`src/rtl/predec_pkg.sv`:
```
package predec_pkg;
  localparam int BYTE_W = 8;
  localparam int RNUM_W = 4;

  typedef enum logic [3:0] {
    C_OTHER      = 4'd0,
    C_INC        = 4'd1,
    C_DEC        = 4'd2,
    C_MOVSXD     = 4'd3,
    C_ARPL       = 4'd4,
    C_SEG_PUSH   = 4'd5,
    C_SEG_POP    = 4'd6,
    C_FLAG_STORE = 4'd7,
    C_FLAG_LOAD  = 4'd8,
    C_BCD        = 4'd9
  } op_class_e;

  typedef enum logic [1:0] {
    SZ16 = 2'd0,
    SZ32 = 2'd1,
    SZ64 = 2'd2
  } op_size_e;

  // what a byte seen in the scan state means
  typedef enum logic [2:0] {
    K_FINAL, K_OSZ, K_REX, K_ESC, K_GRP, K_SXD
  } byte_kind_e;

  typedef struct packed {
    op_class_e        cls;
    logic [RNUM_W-1:0] rnum;
    op_size_e         size;
    logic             inv;
  } pd_rec_t;

  localparam logic [BYTE_W-1:0] OPSZ_BYTE = 8'h66;
endpackage

```
`src/rtl/predec_opmap.sv`:
```
// Classifies a byte seen in the prefix/opcode scan state.
module predec_opmap
  import predec_pkg::*;
(
  input  logic              mode64,
  input  logic [BYTE_W-1:0] opc,
  output byte_kind_e        kind,
  output op_class_e         cls,
  output logic [2:0]        rnum,
  output logic              inv
);
  always_comb begin
    kind = K_FINAL;
    cls  = C_OTHER;
    rnum = 3'd0;
    inv  = 1'b0;
    if (opc == OPSZ_BYTE) begin
      kind = K_OSZ;
    end else if (opc[7:4] == 4'h4) begin
      if (mode64) begin
        kind = K_REX;
      end else begin
        cls  = opc[3] ? C_DEC : C_INC;
        rnum = opc[2:0];
      end
    end else begin
      case (opc)
        8'h0F: kind = K_ESC;
        8'hFF: kind = K_GRP;
        8'h63: kind = K_SXD;
        8'h06, 8'h0E, 8'h16, 8'h1E: begin
          cls  = C_SEG_PUSH;
          rnum = {1'b0, opc[4:3]};
          inv  = mode64;
        end
        8'h07, 8'h17, 8'h1F: begin
          cls  = C_SEG_POP;
          rnum = {1'b0, opc[4:3]};
          inv  = mode64;
        end
        8'h27, 8'h2F, 8'h37, 8'h3F, 8'hD4, 8'hD5: begin
          cls = C_BCD;
          inv = mode64;
        end
        8'h9E: cls = C_FLAG_STORE;
        8'h9F: cls = C_FLAG_LOAD;
        default: ;
      endcase
    end
  end
endmodule

```
`src/rtl/predec_esc.sv`:
```
// Second byte after the 0x0F escape.
module predec_esc
  import predec_pkg::*;
(
  input  logic [BYTE_W-1:0] b,
  output op_class_e         cls,
  output logic [2:0]        rnum
);
  always_comb begin
    cls  = C_OTHER;
    rnum = 3'd0;
    case (b)
      8'hA0, 8'hA8: begin cls = C_SEG_PUSH; rnum = b[5:3]; end
      8'hA1, 8'hA9: begin cls = C_SEG_POP;  rnum = b[5:3]; end
      default: ;
    endcase
  end
endmodule

```
`src/rtl/predec_modrm.sv`:
```
// ModRM byte after 0xFF (group) or 0x63 (ARPL / MOVSXD).
module predec_modrm
  import predec_pkg::*;
(
  input  logic              mode64,
  input  logic              is_sxd,
  input  logic              rex_r,
  input  logic              rex_b,
  input  logic [2:0]        rf,
  input  logic [2:0]        rm,
  output op_class_e         cls,
  output logic [RNUM_W-1:0] rnum,
  output logic              force16
);
  always_comb begin
    force16 = 1'b0;
    if (is_sxd) begin
      if (mode64) begin
        cls  = C_MOVSXD;
        rnum = {rex_r, rf};
      end else begin
        cls     = C_ARPL;
        rnum    = {1'b0, rm};
        force16 = 1'b1;
      end
    end else begin
      case (rf)
        3'd0:    cls = C_INC;
        3'd1:    cls = C_DEC;
        default: cls = C_OTHER;
      endcase
      rnum = {rex_b, rm};
    end
  end
endmodule

```
`src/rtl/opc_predecode.sv`:
```
module opc_predecode
  import predec_pkg::*;
(
  input  logic              clk,
  input  logic              rst,
  input  logic              mode64,
  input  logic              in_valid,
  output logic              in_ready,
  input  logic [BYTE_W-1:0] in_byte,
  output logic              out_valid,
  input  logic              out_ready,
  output logic [3:0]        out_class,
  output logic [RNUM_W-1:0] out_reg,
  output logic [1:0]        out_size,
  output logic              out_invalid
);
  typedef enum logic [1:0] {ST_SCAN, ST_ESC, ST_MODRM} st_e;

  st_e     state;
  logic    osz, rex_ok, rex_w, rex_r, rex_b, pend_sxd;
  pd_rec_t out_rec, rec_d;
  logic    accept, emit;

  byte_kind_e om_kind;
  op_class_e  om_cls, es_cls, md_cls;
  logic [2:0] om_rnum, es_rnum;
  logic [RNUM_W-1:0] md_rnum;
  logic       om_inv, md_f16;
  logic       rex_live;
  op_size_e   sz_norm;

  assign in_ready = !out_valid;
  assign accept   = in_valid && in_ready;
  assign rex_live = rex_ok && mode64;

  predec_opmap u_opmap (
    .mode64(mode64), .opc(in_byte),
    .kind(om_kind), .cls(om_cls), .rnum(om_rnum), .inv(om_inv)
  );

  predec_esc u_esc (.b(in_byte), .cls(es_cls), .rnum(es_rnum));

  predec_modrm u_modrm (
    .mode64(mode64), .is_sxd(pend_sxd),
    .rex_r(rex_r && rex_live), .rex_b(rex_b && rex_live),
    .rf(in_byte[5:3]), .rm(in_byte[2:0]),
    .cls(md_cls), .rnum(md_rnum), .force16(md_f16)
  );

  always_comb begin
    if (rex_live && rex_w) sz_norm = SZ64;
    else if (osz)          sz_norm = SZ16;
    else                   sz_norm = SZ32;
  end

  always_comb begin
    rec_d = '{cls: C_OTHER, rnum: '0, size: sz_norm, inv: 1'b0};
    emit  = 1'b0;
    case (state)
      ST_SCAN: begin
        rec_d.cls  = om_cls;
        rec_d.rnum = {1'b0, om_rnum};
        rec_d.inv  = om_inv;
        emit       = accept && (om_kind == K_FINAL);
      end
      ST_ESC: begin
        rec_d.cls  = es_cls;
        rec_d.rnum = {1'b0, es_rnum};
        emit       = accept;
      end
      ST_MODRM: begin
        rec_d.cls  = md_cls;
        rec_d.rnum = md_rnum;
        if (md_f16) rec_d.size = SZ16;
        emit       = accept;
      end
      default: ;
    endcase
  end

  always_ff @(posedge clk) begin
    if (rst) begin
      state     <= ST_SCAN;
      osz       <= 1'b0;
      rex_ok    <= 1'b0;
      rex_w     <= 1'b0;
      rex_r     <= 1'b0;
      rex_b     <= 1'b0;
      pend_sxd  <= 1'b0;
      out_valid <= 1'b0;
      out_rec   <= '0;
    end else begin
      if (out_valid && out_ready) out_valid <= 1'b0;
      if (emit) begin
        out_valid <= 1'b1;
        out_rec   <= rec_d;
        state     <= ST_SCAN;
        osz       <= 1'b0;
        rex_ok    <= 1'b0;
      end else if (accept && state == ST_SCAN) begin
        case (om_kind)
          K_OSZ: begin
            osz    <= 1'b1;
            rex_ok <= 1'b0;   // REX must sit right before the opcode
          end
          K_REX: begin
            rex_ok <= 1'b1;
            rex_w  <= in_byte[3];
            rex_r  <= in_byte[2];
            rex_b  <= in_byte[0];
          end
          K_ESC: state <= ST_ESC;
          K_GRP: begin state <= ST_MODRM; pend_sxd <= 1'b0; end
          K_SXD: begin state <= ST_MODRM; pend_sxd <= 1'b1; end
          default: ;
        endcase
      end
    end
  end

  assign out_class   = out_rec.cls;
  assign out_reg     = out_rec.rnum;
  assign out_size    = out_rec.size;
  assign out_invalid = out_rec.inv;

  // a record not taken stays put
  a_r11_hold_stable: assert property (@(posedge clk) disable iff (rst)
    out_valid && !out_ready |=> out_valid && $stable(out_rec));

  // legacy 0x4x opcode produces INC/DEC of its low register bits
  a_r1_legacy_incdec: assert property (@(posedge clk) disable iff (rst)
    accept && state == ST_SCAN && !mode64 && in_byte[7:4] == 4'h4
    |=> out_valid && (out_class == 4'd1 || out_class == 4'd2)
        && out_reg == {1'b0, $past(in_byte[2:0])});

  // a REX byte in long mode yields no record
  a_r2_rex_silent: assert property (@(posedge clk) disable iff (rst)
    accept && state == ST_SCAN && mode64 && in_byte[7:4] == 4'h4
    |=> !out_valid);

  // only segment and BCD classes can carry the invalid flag
  a_r5_invalid_classes: assert property (@(posedge clk) disable iff (rst)
    out_valid && out_invalid |->
      out_class == 4'd5 || out_class == 4'd6 || out_class == 4'd9);

  // size code 3 is never produced
  a_r9_size_code: assert property (@(posedge clk) disable iff (rst)
    out_valid |-> out_size != 2'd3);
endmodule

```
`config.mk`:
```
export PLATFORM = sky130hd
export DESIGN_NAME = opc_predecode
export DESIGN_NICKNAME = d
export VERILOG_FILES = /design/src/rtl/predec_pkg.sv /design/src/rtl/predec_opmap.sv /design/src/rtl/predec_esc.sv /design/src/rtl/predec_modrm.sv /design/src/rtl/opc_predecode.sv
export SDC_FILE = /design/constraint.sdc
export NUM_CORES = 1
export LEC_CHECK = 0
export BUFFER_PORTS_ARGS = -buffer_cell sky130_fd_sc_hd__buf_2
export CAP_MARGIN = 15
export CORE_MARGIN = 3
export CORE_UTILIZATION = 36
export DETAILED_ROUTE_END_ITERATION = 12
export PLACE_DENSITY = 0.55
export SLEW_MARGIN = 20
export SYNTH_ARGS = -nofsm -noshare
export SYNTH_HDL_FRONTEND = slang
export SYNTH_SLANG_ARGS = --single-unit
```
`constraint.sdc`:
```
create_clock -name clk -period 4.16 [get_ports clk]
set_input_delay 0.832 -clock clk [delete_from_list [all_inputs] [get_ports clk]]
set_output_delay 0.832 -clock clk [all_outputs]
set_load 0.1 [all_outputs]
```
==> flow_summary.json, run 1 <==
{
  "outcome": "complete, no violations",
  "hold_class": "reg2reg",
  "synthesis.nets": 189,
  "overflow": 0,
  "path_max_fanout": 17,
  "crit_chain": "buf_2 > nor4b_1 > and2_1 > nor4_4 > a21oi_4 > mux2_4",
  "antenna_found_initial": 0,
  "required_ns": 4.32,
  "portBuffers": 25,
  "synth_edf_count": 0,
  "grt_pass1_vias": 1325,
  "fmax_mhz": 361.9,
  "synth-async-reset-ratio": 0,
  "cts_repair_resize_count": 0,
  "grt_max_degree": 29,
  "slew_viol_final": 0,
  "ys.flop_type": "dfxtp_1",
  "fill_cells": 388,
  "wirelength_um": 3655,
  "relSlewSlack": 0.4690,
  "fin_crit_ns": 2.763,
  "synthToLayoutAreaGrowth_pct": 13.09,
  "vias": 1359,
  "setup-violations-final": 0,
  "cts_tree": "built",
  "p_leak_nw": 0.6624,
  "dp_hpwl_um": 2799,
  "cp.arrival_ns": 2.92,
  "path_buf_inv": 1,
  "drtIter0Drc": 70,
  "drc": 0,
  "worst_slew_pin_slew_ns": 0.7855,
  "ys_warn_count": 0,
  "crit_type": "in2reg",
  "clkLatencyLatePin_ns": 0.26,
  "viasPerCell": 5.758,
  "fin_tns_setup_ns": 0,
  "num_io_pins": 26,
  "numCtsBuffers": 3,
  "synth_cell_types": 53,
  "n_antenna_cell": 0,
  "cts_root_buf": "clkbuf_8",
  "clockBufferDepth": 2,
  "power_density_nw_per_um2": 299.5,
  "clock_skew_ns": 0.004088,
  "hold_viol": 0,
  "r2r_setup_slack_ns": 2.16,
  "slowest_stage": "nor4b_1",
  "start_kind": "input port",
  "start_util": 0.3900,
  "fin_crit_sh": 0.6642,
  "post-cts-setup-buffers": 0,
  "synth_cells": 172,
  "clock_sinks": 20,
  "final_common_cell": "buf_2",
  "pre_cts_ws_ns": 1.141,
  "seq_area_frac_synth": 0.2703,
  "multi_input_area_um2": 996.0,
  "dieArea_um2": 4921,
  "slowest_delay_ns": 0.71,
  "firstDrtPassIters": 4,
  "core_um2": 3799,
  "wl_per_cell_um": 15.49,
  "regArea_um2": 400.4,
  "netlist_area_um2": 1481,
  "fin_ws_ns": 1.397,
  "num_rows": 22,
  "grt_pass1_wl_um": 6244,
  "postRouteAntennaNets": 0,
  "crit_family": "simple AND/OR/NAND/NOR gates",
  "die_h_um": 70.15,
  "peakVddDrop_mv": 0.2198,
  "gp_congestion": 0.9476,
  "ys_ff_latch": 20,
  "grtUsageTotal": 0.1533,
  "die_x_um": 70.15,
  "nNetsFinal": 206,
  "drive_gt1_frac": 0.2181,
  "final_cell_mix": "buf_2, dfxtp_1, nor2_1",
  "path_clk_slew_ns": 0.08,
  "rsz0062_at_grt": "false",
  "htree_levels": 1,
  "syn_avg_cell_area_um2": 8.613,
  "cp-end-kind": "flop",
  "drv_cap": 0,
  "ctsHoldBuffers": 0
}
-- worst min-delay path, cell delays in order (launching register included) --
cell and delay, ns:
dfxtp_1 0.31, nand2b_1 0.06, mux2i_1 0.06
-- power by group --
group / internal [W] / leakage, nW / switching, W / total [W]
clock network: 0.000128 / 0.0357 / 0.0000657 / 0.000194
logic: 0.0000289 / 0.464 / 0.0000798 / 0.000109
registers: 0.000196 / 0.162 / 0.00000268 / 0.000199
total: 0.000354 / 0.662 / 0.000148 / 0.000502
-- kinds of logic after synthesis --
group / Yosys count / synth area share
AOI/OAI and AO/OA: 34 / 0.1757
xor gates and xnor gates: 1 / 0.005913
adders and majority gates: 4 / 0.03379
buffers and inverters: 18 / 0.05742
DFF: 20 / 0.2703
muxes: 14 / 0.1056
and+or+nand+nor: 81 / 0.3514
-- routing by layer --
layer | GRT usage | part of all wire | up-vias
met5 | 0 | 0 | -
met4 | 0.05319 | 0.014 | 0
met3 | 0.04173 | 0.054 | 6
met2 | 0.2539 | 0.49 | 40
met1 | 0.1903 | 0.44 | 639
li1 | - | - | 674
-- area by class of cell --
| cell class | count | area share |
|---|---|---|
| Clock buffer | 3 | 0.02465 |
| Clock inverter | 1 | 0.01792 |
| Inverter | 4 | 0.008962 |
| Multi-Input combinational cell | 134 | 0.5945 |
| Sequential cell | 20 | 0.2390 |
| Tap cell | 48 | 0.03585 |
| Timing Repair Buffer | 26 | 0.07916 |
-- cells in the mapped netlist (3+ instances only) --
library cell  number  share of area
a21oi_1            7          0.024
nand2b_1           9          0.038
mux2_4             3          0.030
nand2_1            9          0.023
nor4_1             4          0.017
ha_1               4          0.034
nand4bb_1          3          0.023
nor2_1            15          0.038
clkbuf_1           9          0.023
a211oi_1           4          0.020
mux2i_1           10          0.068
nand4_1            3          0.013
inv_1              4          0.010
and4b_1            3          0.020
nor3_1             6          0.020
nand3_1            4          0.014
a21o_1             3          0.015
dfxtp_1           20           0.27
nor2b_1            6          0.025
-- stage by stage --
stage	power, W	cells	area [um^2]	util	hold WS, ns
floorplan	0.0002923	172	1481	-	0.4596
detailed placement	0.0003118	232	1604	0.4223	0.4630
global placement	0.0003102	232	1604	0.4223	0.4641
global route	0.0005266	236	1675	0.4410	0.4998
CTS	0.0005112	236	1675	0.4410	0.4832
finish	0.0005018	236	1675	0.4410	0.4758
-- path summary, 6_finish.rpt --
check / start / to / depth (start not counted)
worst max-delay path: in_byte[4] / out_class[3] / 6
worst min-delay path: out_class[2] / out_class[2] / 2
worst max register to register: state[0] / out_class[0] / 7
worst min register to register: out_class[2] / out_class[2] / 2
(Power assumes the default switching activity.)
==> run 2, diff against run 1 <==
==> constraint.sdc (replaced) <==
create_clock -name clk -period 2.6 [get_ports clk]
set_input_delay 0.52 -clock clk [delete_from_list [all_inputs] [get_ports clk]]
set_output_delay 0.52 -clock clk [all_outputs]
set_load 0.1 [all_outputs]
==> run 2 against run 1 <==
  * Setup slack worse by 1.0 ns
  * Final cell count up 2.1%
  * Register-to-register slack worse by 1.6 ns
  * Flip-flop and latch count is the same
  * Critical path depth up 1
  * Clock skew about the same
  * Critical path type unchanged
  * Critical endpoint is now out_class[0]
  * Largest cell class unchanged
==> flow_summary.json, run 2 (synthesis results as in run 1) <==
{
  "fmax_mhz": 450.3,
  "pre_cts_ws_ns": 0.1447,
  "path_clk_slew_ns": 0.07,
  "p_seq_frac": 0.396,
  "fin_tns_setup_ns": 0,
  "fin_crit_ns": 2.221,
  "crit_chain": "buf_2 > or4b_2 > o211ai_1 > a21oi_1 > nor4_1 > buf_4 > a221oi_1",
  "power_density_nw_per_um2": 469.9,
  "cts_root_buf": "clkbuf_8",
  "htree_levels": 1,
  "clockBufferDepth": 2,
  "clock_skew_ns": 0.003738,
  "core_um2": 3799,
  "p_leak_nw": 0.6877,
  "overflow": 0,
  "start_util": 0.3900,
  "n_antenna_cell": 0,
  "wl_per_cell_um": 15.57,
  "fin_ws_ns": 0.3792,
  "switching_share": 0.2932,
  "slew_viol_final": 0,
  "final_cell_mix": "buf_2, dfxtp_1, nor2_1",
  "worst_slew_pin_slew_ns": 0.4720,
  "die_h_um": 70.15,
  "synthToLayoutAreaGrowth_pct": 15.71,
  "cp-end-kind": "flop",
  "holdWs_ns": 0.4775,
  "viasPerCell": 5.813,
  "setup-violations-final": 0,
  "num_rows": 22,
  "firstDrtPassIters": 4,
  "start_kind": "input port",
  "path_max_fanout": 17,
  "drive_gt1_frac": 0.2435,
  "gp_congestion": 0.7956,
  "peakVddDrop_mv": 0.4995,
  "cts_tree": "built",
  "hold_viol": 0,
  "drc": 0,
  "ctsHoldBuffers": 0,
  "grt_pass1_vias": 1343,
  "slowest_stage": "or4b_2",
  "drv_cap": 0,
  "clkLatencyLatePin_ns": 0.26,
  "final_common_cell": "buf_2",
  "wirelength_um": 3752,
  "relSlewSlack": 0.6824,
  "p_clk_frac": 0.383,
  "postRouteAntennaNets": 0,
  "grt_pass1_wl_um": 6527,
  "intPower_w": 0.0005693,
  "vias": 1401,
  "post-cts-setup-buffers": 0,
  "num_io_pins": 26,
  "die_x_um": 70.15,
  "fin_crit_sh": 0.8542,
  "nNetsFinal": 211,
  "crit_type": "in2reg",
  "grt_max_degree": 29,
  "antenna_found_initial": 0,
  "outcome": "complete, no violations",
  "dp_hpwl_um": 2821,
  "cts_repair_resize_count": 0,
  "numCtsBuffers": 3,
  "slowest_delay_ns": 0.65,
  "rsz0062_at_grt": "false",
  "hold_class": "reg2reg",
  "required_ns": 2.72,
  "pwr-share-comb": 0.221,
  "grtUsageTotal": 0.1618,
  "clock_sinks": 20,
  "drtIter0Drc": 64,
  "dieArea_um2": 4921,
  "portBuffers": 25,
  "cp.arrival_ns": 2.34,
  "p_switching_w": 0.0002361
}
[run 2: worst max-delay path, delay by kind of cell]
| kind | cells | cell delay, ns |
|---|---|---|
| AO/OA/AOI/OAI | 3 | 0.31 |
| buffers and inverters | 2 | 0.40 |
| AND/OR/NAND/NOR | 2 | 1.11 |
[run 2: final cells by class]
| class | instances | area, um^2 |
|---|---|---|
| Sequential cell | 20 | 401.6 |
| Inverter | 4 | 15.01 |
| Fill cell | 382 | 2085 |
| Timing Repair Buffer | 31 | 170.2 |
| Clock inverter | 1 | 30.03 |
| Multi-Input combinational cell | 134 | 996.0 |
| Clock buffer | 3 | 41.29 |
| Tap cell | 48 | 60.06 |
[run 2: worst paths after layout]
path	startpoint	end	slack, ns	cells past startpoint
max	in_byte[4]	out_class[0]	0.38	7
min	out_invalid	out_invalid	0.48	2
max reg2reg	state[0]	out_class[0]	0.55	8
min reg2reg	out_invalid	out_invalid	0.48	2
[run 2: power by group through the flow]
stage               combinational [W]  clock, W  sequential [W]
floorplan                   0.0000902         0        0.000378
CTS                          0.000177  0.000315        0.000319
global placement             0.000175         0        0.000326
detailed placement           0.000177         0        0.000326
global route                 0.000190  0.000331        0.000320
finish                       0.000178  0.000309        0.000319
[run 2: metrics by stage]
stage | utilization | cell area [um^2] | cells | power, W
5_1_grt | 0.4513 | 1714 | 241 | 0.0008410
3_5_place_dp | 0.4325 | 1643 | 237 | 0.0005026
3_3_place_gp | 0.4325 | 1643 | 237 | 0.0005005
4_1_cts | 0.4513 | 1714 | 241 | 0.0008115
6_report | 0.4513 | 1714 | 241 | 0.0008054
2_1_floorplan | - | 1483 | 172 | 0.0004680
[run 2: layer usage]
layer	up-vias	wire, um	track usage
met5	-	0	0
met4	0	49	0.04681
met3	7	270	0.03741
met2	51	1861	0.2728
met1	653	1570	0.2047
li1	690	-	-
